## src/rtl/dmach_pkg.sv

```systemverilog
// Shared types and helpers for the DMA channel sequencer.
// Assumes data items are right-aligned on a 32-bit bus.
package dmach_pkg;

    localparam int DMACH_DW = 32;

    // Flag slot positions, shared by the flag bank and the top level.
    localparam int FL_HT = 0;
    localparam int FL_TC = 1;
    localparam int FL_TE = 2;
    localparam int FL_N  = 3;

    typedef enum logic [1:0] {
        XW_BYTE = 2'd0,
        XW_HALF = 2'd1,
        XW_WORD = 2'd2
    } xfer_w_e;

    typedef enum logic [1:0] {
        ST_IDLE = 2'd0,
        ST_WAIT = 2'd1,
        ST_RD   = 2'd2,
        ST_WR   = 2'd3
    } seq_st_e;

    // Byte count of one item of the given width code.
    function automatic logic [2:0] xw_bytes(input logic [1:0] w);
        case (w)
            XW_BYTE: xw_bytes = 3'd1;
            XW_HALF: xw_bytes = 3'd2;
            default: xw_bytes = 3'd4;
        endcase
    endfunction

    // Mask keeping the bits of one item of the given width code.
    function automatic logic [DMACH_DW-1:0] xw_mask(input logic [1:0] w);
        case (w)
            XW_BYTE: xw_mask = {{(DMACH_DW-8){1'b0}}, 8'hFF};
            XW_HALF: xw_mask = {{(DMACH_DW-16){1'b0}}, 16'hFFFF};
            default: xw_mask = {DMACH_DW{1'b1}};
        endcase
    endfunction

endpackage

```

## src/rtl/dmach_cfg_chk.sv

```systemverilog
// Configuration checker: flags an illegal width code or an address not
// aligned to its own side's width. Purely combinational.
// Assumes only the two low address bits matter for alignment.
module dmach_cfg_chk
    import dmach_pkg::*;
(
    input  logic [1:0] src_lo,
    input  logic [1:0] dst_lo,
    input  logic [1:0] src_w,
    input  logic [1:0] dst_w,
    output logic       cfg_ok
);

    logic [1:0] lo     [2];
    logic [1:0] wcode  [2];
    logic       side_ok[2];

    assign lo[0]    = src_lo;
    assign lo[1]    = dst_lo;
    assign wcode[0] = src_w;
    assign wcode[1] = dst_w;

    for (genvar g = 0; g < 2; g++) begin : g_side
        // Legal width and address aligned to it.
        always_comb begin
            case (wcode[g])
                XW_BYTE: side_ok[g] = 1'b1;
                XW_HALF: side_ok[g] = ~lo[g][0];
                XW_WORD: side_ok[g] = (lo[g] == 2'b00);
                default: side_ok[g] = 1'b0;
            endcase
        end
    end

    assign cfg_ok = side_ok[0] & side_ok[1];

endmodule

```

## src/rtl/dmach_addr_gen.sv

```systemverilog
// Address generator for one side of the channel. Keeps the programmed
// start address and the current address; steps by the item size when
// incrementing, or rewinds to the start on a circular wrap.
// Assumes width is stable from load until the next load.
module dmach_addr_gen
    import dmach_pkg::*;
#(
    parameter int ADDR_W = 32
) (
    input  logic              clk,
    input  logic              rst_n,
    input  logic              ld,
    input  logic [ADDR_W-1:0] ld_addr,
    input  logic              adv,
    input  logic              inc,
    input  logic [1:0]        width,
    input  logic              rewind,
    output logic [ADDR_W-1:0] cur
);

    logic [ADDR_W-1:0] prog_q;
    logic [ADDR_W-1:0] cur_q;
    logic [ADDR_W-1:0] step;

    assign step = {{(ADDR_W-3){1'b0}}, xw_bytes(width)};

    // Capture start address; step or rewind after each item.
    always_ff @(posedge clk) begin
        if (!rst_n) begin
            prog_q <= '0;
            cur_q  <= '0;
        end else if (ld) begin
            prog_q <= ld_addr;
            cur_q  <= ld_addr;
        end else if (adv) begin
            if (rewind) begin
                cur_q <= prog_q;
            end else if (inc) begin
                cur_q <= cur_q + step;
            end
        end
    end

    assign cur = cur_q;

endmodule

```

## src/rtl/dmach_cnt.sv

```systemverilog
// Remaining-item counter with half and complete detection.
// A loaded count of zero stands for 2^CNT_W items.
// Assumes step is only pulsed while remain is nonzero.
module dmach_cnt #(
    parameter int CNT_W = 16
) (
    input  logic           clk,
    input  logic           rst_n,
    input  logic           ld,
    input  logic [CNT_W-1:0] ld_cnt,
    input  logic           circ,
    input  logic           step,
    output logic [CNT_W:0] remain,
    output logic           last,
    output logic           ht_evt,
    output logic           tc_evt
);

    localparam logic [CNT_W:0] FULL = {1'b1, {CNT_W{1'b0}}};
    localparam logic [CNT_W:0] ONE  = {{CNT_W{1'b0}}, 1'b1};

    logic [CNT_W:0] tot_q;
    logic [CNT_W:0] rem_q;
    logic [CNT_W:0] ld_tot;

    assign ld_tot = (ld_cnt == '0) ? FULL : {1'b0, ld_cnt};

    // Load the total, count down per item, reload on a circular wrap.
    always_ff @(posedge clk) begin
        if (!rst_n) begin
            tot_q <= '0;
            rem_q <= '0;
        end else if (ld) begin
            tot_q <= ld_tot;
            rem_q <= ld_tot;
        end else if (step) begin
            if (last) begin
                rem_q <= circ ? tot_q : '0;
            end else begin
                rem_q <= rem_q - ONE;
            end
        end
    end

    assign last   = (rem_q == ONE);
    assign ht_evt = step & ((rem_q - ONE) == (tot_q >> 1));
    assign tc_evt = step & last;
    assign remain = rem_q;

endmodule

```

## src/rtl/dmach_flags.sv

```systemverilog
// Sticky event flags with per-flag clear and interrupt enable, merged
// into one interrupt line. A set in the same cycle as a clear wins.
module dmach_flags #(
    parameter int NF = 3
) (
    input  logic          clk,
    input  logic          rst_n,
    input  logic [NF-1:0] set,
    input  logic [NF-1:0] clr,
    input  logic [NF-1:0] ie,
    output logic [NF-1:0] flags,
    output logic          irq
);

    logic [NF-1:0] fl_q;

    for (genvar g = 0; g < NF; g++) begin : g_flag
        // Hold one event until its own clear.
        always_ff @(posedge clk) begin
            if (!rst_n) begin
                fl_q[g] <= 1'b0;
            end else begin
                fl_q[g] <= set[g] | (fl_q[g] & ~clr[g]);
            end
        end
    end

    assign flags = fl_q;
    assign irq   = |(fl_q & ie);

endmodule

```

## src/rtl/dmach_seq.sv

```systemverilog
// DMA channel transfer sequencer (top). On an enable edge it checks
// and captures the channel setup. Each grant then moves one item with
// a read followed by a write, converting between the two widths.
// Assumes ack/error inputs are only high while the matching request is.
module dmach_seq
    import dmach_pkg::*;
#(
    parameter int ADDR_W = 32,
    parameter int CNT_W  = 16
) (
    input  logic                clk,
    input  logic                rst_n,
    input  logic                ch_en,
    input  logic [ADDR_W-1:0]   cfg_src_addr,
    input  logic [ADDR_W-1:0]   cfg_dst_addr,
    input  logic [CNT_W-1:0]    cfg_count,
    input  logic [1:0]          cfg_src_w,
    input  logic [1:0]          cfg_dst_w,
    input  logic                cfg_src_inc,
    input  logic                cfg_dst_inc,
    input  logic                cfg_circ,
    input  logic [2:0]          cfg_ie,
    input  logic                grant,
    output logic                rd_req,
    output logic [ADDR_W-1:0]   rd_addr,
    output logic [1:0]          rd_size,
    input  logic                rd_ack,
    input  logic [DMACH_DW-1:0] rd_data,
    input  logic                rd_err,
    output logic                wr_req,
    output logic [ADDR_W-1:0]   wr_addr,
    output logic [1:0]          wr_size,
    output logic [DMACH_DW-1:0] wr_data,
    input  logic                wr_ack,
    input  logic                wr_err,
    input  logic                clr_ht,
    input  logic                clr_tc,
    input  logic                clr_te,
    output logic                flag_ht,
    output logic                flag_tc,
    output logic                flag_te,
    output logic                irq,
    output logic                active,
    output logic [CNT_W:0]      remain
);

    seq_st_e             st_q;
    logic                en_q;
    logic [1:0]          sw_q, dw_q;
    logic                si_q, di_q, circ_q;
    logic [DMACH_DW-1:0] data_q;

    logic       cfg_ok, start, go, bad;
    logic       rd_done, rd_fail, wr_done, wr_fail, item_done;
    logic       last, ht_evt, tc_evt;
    logic [1:0] narrow_w;
    logic [FL_N-1:0] fl_set, fl_clr, fl_vec;

    // Event decode.
    assign start     = ch_en & ~en_q & (st_q == ST_IDLE);
    assign go        = start & cfg_ok;
    assign bad       = start & ~cfg_ok;
    assign rd_done   = ch_en & (st_q == ST_RD) & rd_ack;
    assign rd_fail   = rd_done & rd_err;
    assign wr_done   = ch_en & (st_q == ST_WR) & wr_ack;
    assign wr_fail   = wr_done & wr_err;
    assign item_done = wr_done & ~wr_err;
    assign narrow_w  = (sw_q < dw_q) ? sw_q : dw_q;

    dmach_cfg_chk u_chk (
        .src_lo (cfg_src_addr[1:0]),
        .dst_lo (cfg_dst_addr[1:0]),
        .src_w  (cfg_src_w),
        .dst_w  (cfg_dst_w),
        .cfg_ok (cfg_ok)
    );

    // Per-side address generators.
    logic [ADDR_W-1:0] side_ld [2];
    logic [ADDR_W-1:0] side_cur[2];
    logic              side_inc[2];
    logic [1:0]        side_w  [2];

    assign side_ld[0]  = cfg_src_addr;
    assign side_ld[1]  = cfg_dst_addr;
    assign side_inc[0] = si_q;
    assign side_inc[1] = di_q;
    assign side_w[0]   = sw_q;
    assign side_w[1]   = dw_q;

    for (genvar g = 0; g < 2; g++) begin : g_addr
        dmach_addr_gen #(.ADDR_W(ADDR_W)) u_gen (
            .clk     (clk),
            .rst_n   (rst_n),
            .ld      (go),
            .ld_addr (side_ld[g]),
            .adv     (item_done),
            .inc     (side_inc[g]),
            .width   (side_w[g]),
            .rewind  (last & circ_q),
            .cur     (side_cur[g])
        );
    end

    dmach_cnt #(.CNT_W(CNT_W)) u_cnt (
        .clk    (clk),
        .rst_n  (rst_n),
        .ld     (go),
        .ld_cnt (cfg_count),
        .circ   (circ_q),
        .step   (item_done),
        .remain (remain),
        .last   (last),
        .ht_evt (ht_evt),
        .tc_evt (tc_evt)
    );

    assign fl_set[FL_HT] = ht_evt;
    assign fl_set[FL_TC] = tc_evt;
    assign fl_set[FL_TE] = bad | rd_fail | wr_fail;
    assign fl_clr[FL_HT] = clr_ht;
    assign fl_clr[FL_TC] = clr_tc;
    assign fl_clr[FL_TE] = clr_te;

    dmach_flags #(.NF(FL_N)) u_flags (
        .clk   (clk),
        .rst_n (rst_n),
        .set   (fl_set),
        .clr   (fl_clr),
        .ie    (cfg_ie),
        .flags (fl_vec),
        .irq   (irq)
    );

    // Enable edge detector.
    always_ff @(posedge clk) begin
        if (!rst_n) begin
            en_q <= 1'b0;
        end else begin
            en_q <= ch_en;
        end
    end

    // Capture widths, increments and mode on a good start.
    always_ff @(posedge clk) begin
        if (!rst_n) begin
            sw_q   <= XW_BYTE;
            dw_q   <= XW_BYTE;
            si_q   <= 1'b0;
            di_q   <= 1'b0;
            circ_q <= 1'b0;
        end else if (go) begin
            sw_q   <= cfg_src_w;
            dw_q   <= cfg_dst_w;
            si_q   <= cfg_src_inc;
            di_q   <= cfg_dst_inc;
            circ_q <= cfg_circ;
        end
    end

    // Hold the converted item between its read and its write.
    always_ff @(posedge clk) begin
        if (!rst_n) begin
            data_q <= '0;
        end else if (rd_done & ~rd_err) begin
            data_q <= rd_data & xw_mask(narrow_w);
        end
    end

    // Channel sequencing: idle, wait for grant, read, write.
    always_ff @(posedge clk) begin
        if (!rst_n) begin
            st_q <= ST_IDLE;
        end else if (!ch_en) begin
            st_q <= ST_IDLE;
        end else begin
            case (st_q)
                ST_IDLE: if (go) st_q <= ST_WAIT;
                ST_WAIT: if (grant) st_q <= ST_RD;
                ST_RD: begin
                    if (rd_ack) st_q <= rd_err ? ST_IDLE : ST_WR;
                end
                ST_WR: begin
                    if (wr_ack) begin
                        if (wr_err || (last && !circ_q)) st_q <= ST_IDLE;
                        else                             st_q <= ST_WAIT;
                    end
                end
                default: st_q <= ST_IDLE;
            endcase
        end
    end

    assign active  = (st_q != ST_IDLE);
    assign rd_req  = (st_q == ST_RD);
    assign wr_req  = (st_q == ST_WR);
    assign rd_addr = side_cur[0];
    assign wr_addr = side_cur[1];
    assign rd_size = sw_q;
    assign wr_size = dw_q;
    assign wr_data = data_q;
    assign flag_ht = fl_vec[FL_HT];
    assign flag_tc = fl_vec[FL_TC];
    assign flag_te = fl_vec[FL_TE];

endmodule

```

## config.mk

```make
export PLATFORM = sky130hd
export DESIGN_NAME = dmach_seq
export DESIGN_NICKNAME = d
export VERILOG_FILES = /design/src/rtl/dmach_pkg.sv /design/src/rtl/dmach_cfg_chk.sv /design/src/rtl/dmach_addr_gen.sv /design/src/rtl/dmach_cnt.sv /design/src/rtl/dmach_flags.sv /design/src/rtl/dmach_seq.sv
export SDC_FILE = /design/constraint.sdc
export NUM_CORES = 1
export LEC_CHECK = 0
export ABC_AREA = 1
export BUFFER_PORTS_ARGS = -buffer_cell sky130_fd_sc_hd__buf_2
export CORE_MARGIN = 1.5
export CORE_UTILIZATION = 40
export DETAILED_ROUTE_END_ITERATION = 16
export HOLD_SLACK_MARGIN = 0.08
export SYNTH_ARGS = -nofsm -noshare
export SYNTH_HDL_FRONTEND = slang
export SYNTH_SLANG_ARGS = --single-unit
```

## constraint.sdc

```tcl
create_clock -name clk -period 2.9 [get_ports clk]
set_clock_uncertainty 0.15 [all_clocks]
set_input_delay 0.58 -clock clk [delete_from_list [all_inputs] [get_ports clk]]
set_output_delay 0.58 -clock clk [all_outputs]
set_load 0.005 [all_outputs]
```

==> results.cfg <==
[power]
switchingPower_mw = 1.846
power_frac_clock = 0.445
p_sw_frac = 0.2674
pwr-share-comb = 0.124
intPower_mw = 5.055
seqPwrFrac = 0.431
peakVddDrop_uv = 396.3
power_density_mw_per_mm2 = 504.6
power_leakage_nw = 5.857

[min_path]
hold_class = primary input to register

[synth]
synth_edf_count = 0
async_reset_ff_frac = 0
syn_avg_cell_area_um2 = 6.658
yosysMostFrequentCell = nand2_1
synth_commonest_cells = 397 x nand2_1, 207 x dfxtp_1, 162 x inv_1, 156 x a21oi_1, 156 x nor2_1
yosysWarningCount = 0
syn_area_mm2 = 0.01108
synth_top_cell_by_area = dfxtp_1
yosys_most_used_dff = dfxtp_1
syn-num-nets = 1810
synth_top_area_share = 0.3740
ys_types = 48
synthCells = 1664
ys_seq_elements = 207
seq_area_frac_synth = 0.3740
ys_top_cells_by_area = dfxtp_1 37%, nand2_1 13%, a21oi_1 7.0%, o21ai_0 6.1%, inv_1 5.5%

[critical_path]
worstPathRequired_ns = 3.16
critPathMaxStageDelay_ns = 0.43
critical_path_class = register to register
end_kind = register
crit_chain = nor2_1 -> ha_1 -> inv_1 -> fa_1 -> o21ai_2 -> nand2_1 -> nor2_4 -> nand2_1 -> nor2_1 -> inv_1 -> o21ai_0 -> nand3b_1 -> a21oi_1 -> nor2_1
arrival_ns = 2.89
cp-start-kind = register
crit_slowest_cell = fa_1
cpMostUsedCell = nor2_1
worst-path-max-fanout = 6

[floorplanning]
start_util = 0.4088
row_count = 60
design.die.area_mm2 = 0.02871
fp.dieH_um = 169.4
dieWidth_um = 169.4
num_io_pins = 257
core_mm2 = 0.02710

[timing]
hold_ws_ns = 0.1425
worst_pin_slew_ns = 0.9870
relSlewSlack = 0.3412
setup_viol = 0
max_freq_mhz = 380.1
fin_crit_sh = 0.9071
fin_crit_ns = 2.631
slew_violations = 0
fin_tns_setup_ns = 0
finalHoldViolations = 0
rsz0062_at_grt = no

[grt]
grt_start_max_net_pins = 59
grt_antenna_before_repair = 4
grt_pass1_vias = 10978
grt_first_pass_wirelength_um = 57460
gr-total-overflow = 0
track_usage = 0.2470

[route]
drt_wl_total_um = 36180
avgViaCountPerCell = 5.171
wire_per_inst_um = 15.75
ant_nets = 0
drc = 0
drt_iter0_drc = 916
first_pass_iters = 6
vias = 11878

[clock_network]
root_buffer = clkbuf_16
cts.clk_slew.worst_paths_ns = 0.06
cts_buffers = 25
cts_tree = yes
htreeDepth = 1
cts_buffer_depth = 3
clk-insertion-delay-late_ns = 0.51
clock_sinks = 207

[finish]
nets = 2052
drive_above_1_share = 0.1950
nFillCells = 2813
seq_area_mm2 = 0.004145
areaGrowthSynthToFinish_pct = 23.43
fin_util = 0.5046
multi_input_area_mm2 = 0.005919

[placement]
port_buffers = 256
gp_congestion = 0.9190
hpwlAfterDp_um = 26120

[run]
cap_viol_max_count = 0

[outcome]
outcome = finished clean
==> critical path, delay by kind of cell (launching register included) <==
kind	cells	cell delay (ns)
flops	1	0.34
fa+ha+maj	2	0.60
buf+inv	2	0.16
compound gates	3	0.53
simple gates	7	0.75
==> placed cells by master, fill, tap and decap left out, types with 4 or more instances in the layout <==
cell type,instances
nor4_1,6
inv_2,8
nand3_1,91
nor2_1,155
dfxtp_1,206
a31oi_1,57
clkbuf_16,25
clkbuf_1,5
inv_1,161
xor2_1,25
or2_2,6
buf_12,8
o21bai_1,7
nand3b_1,9
nor3_1,25
xnor2_1,13
o21ai_1,29
o21ai_0,133
clkinv_2,6
nand4_1,28
o211ai_1,4
nand2_1,397
a21oi_1,156
buf_2,256
o22ai_1,8
nor2_2,7
clkbuf_8,6
buf_4,35
ha_1,11
==> repair_timing <==
item	in CTS	in global routing
endpoints found under the hold margin	0	0
gates resized for setup	0	5
setup endpoints to repair	0	10
hold buffers	0	0
setup buffers	0	1
==> power groups by stage <==
stage / logic [mW] / clock network (mW) / registers [mW]
after detailed placement: 0.848 / 0 / 3.04
after floorplan: 0.536 / 0 / 3.02
after global placement: 0.839 / 0 / 3.04
after global routing: 0.968 / 3.23 / 2.98
after CTS: 0.853 / 3.13 / 2.97
final: 0.856 / 3.07 / 2.98
==> worst paths after layout <==
kind / start / end / slack [ns] / cells past startpoint
setup / recovery: wr_size[1] / g_addr[1].u_gen.cur[28] / 0.27 / 14
hold reg to reg: wr_data[16] / wr_data[16] / 0.31 / 2
setup reg to reg: wr_size[1] / g_addr[1].u_gen.cur[28] / 0.27 / 14
hold / removal: rd_data[7] / wr_data[7] / 0.14 / 3
==> flip-flops by register name, summed over array words and instances (netlist names) <==
register and cells:
g_addr.u_gen.cur 64, u_flags.flags 3, u_cnt.remain 17, wr_size 2
rd_size 2, si_q 1, g_addr.u_gen.prog_q 64, wr_data 32
di_q 1, u_cnt.tot_q 17, st_q 2, circ_q 1
en_q 1
==> per-layer routing <==
metal / global-route usage / up-vias / part of all wire
li1: - / 6010 / -
met1: 0.3366 / 5442 / 0.46
met2: 0.4104 / 383 / 0.46
met3: 0.03708 / 39 / 0.063
met4: 0.05887 / 4 / 0.014
met5: 0 / - / 0.00075
==> logic make-up after synthesis <==
| kind of cell | after synthesis | share of synthesized area |
|---|---|---|
| flip-flops | 207 | 0.3740 |
| AO/OA/AOI/OAI | 414 | 0.2028 |
| AND/OR/NAND/NOR | 738 | 0.2826 |
| buffers and inverters | 254 | 0.09452 |
| XOR/XNOR | 38 | 0.03004 |
| adder cells (fa/ha/maj) | 13 | 0.01604 |
==> area by class of cell <==
type / count / share of cell area
antenna: 2 / 0.0003660
clock buffer: 36 / 0.05316
clock inverter: 8 / 0.005124
inverter: 170 / 0.04675
multi-input combinational: 1203 / 0.4328
sequential: 207 / 0.3031
tap: 372 / 0.03403
timing repair buffer: 299 / 0.1246
==> stage by stage <==
stage / setup WS [ns] / cells / area (µm²) / power (mW)
after floorplan: 0.4155 / 1664 / 11080 / 3.561
after global placement: 0.1441 / 2250 / 12850 / 3.875
after detailed placement: 0.1342 / 2250 / 12850 / 3.885
after CTS: 0.1225 / 2294 / 13650 / 6.953
after global routing: 0.003241 / 2297 / 13680 / 7.180
final: 0.2693 / 2297 / 13680 / 6.901
No activity file was read; power rests on OpenSTA's default activity.
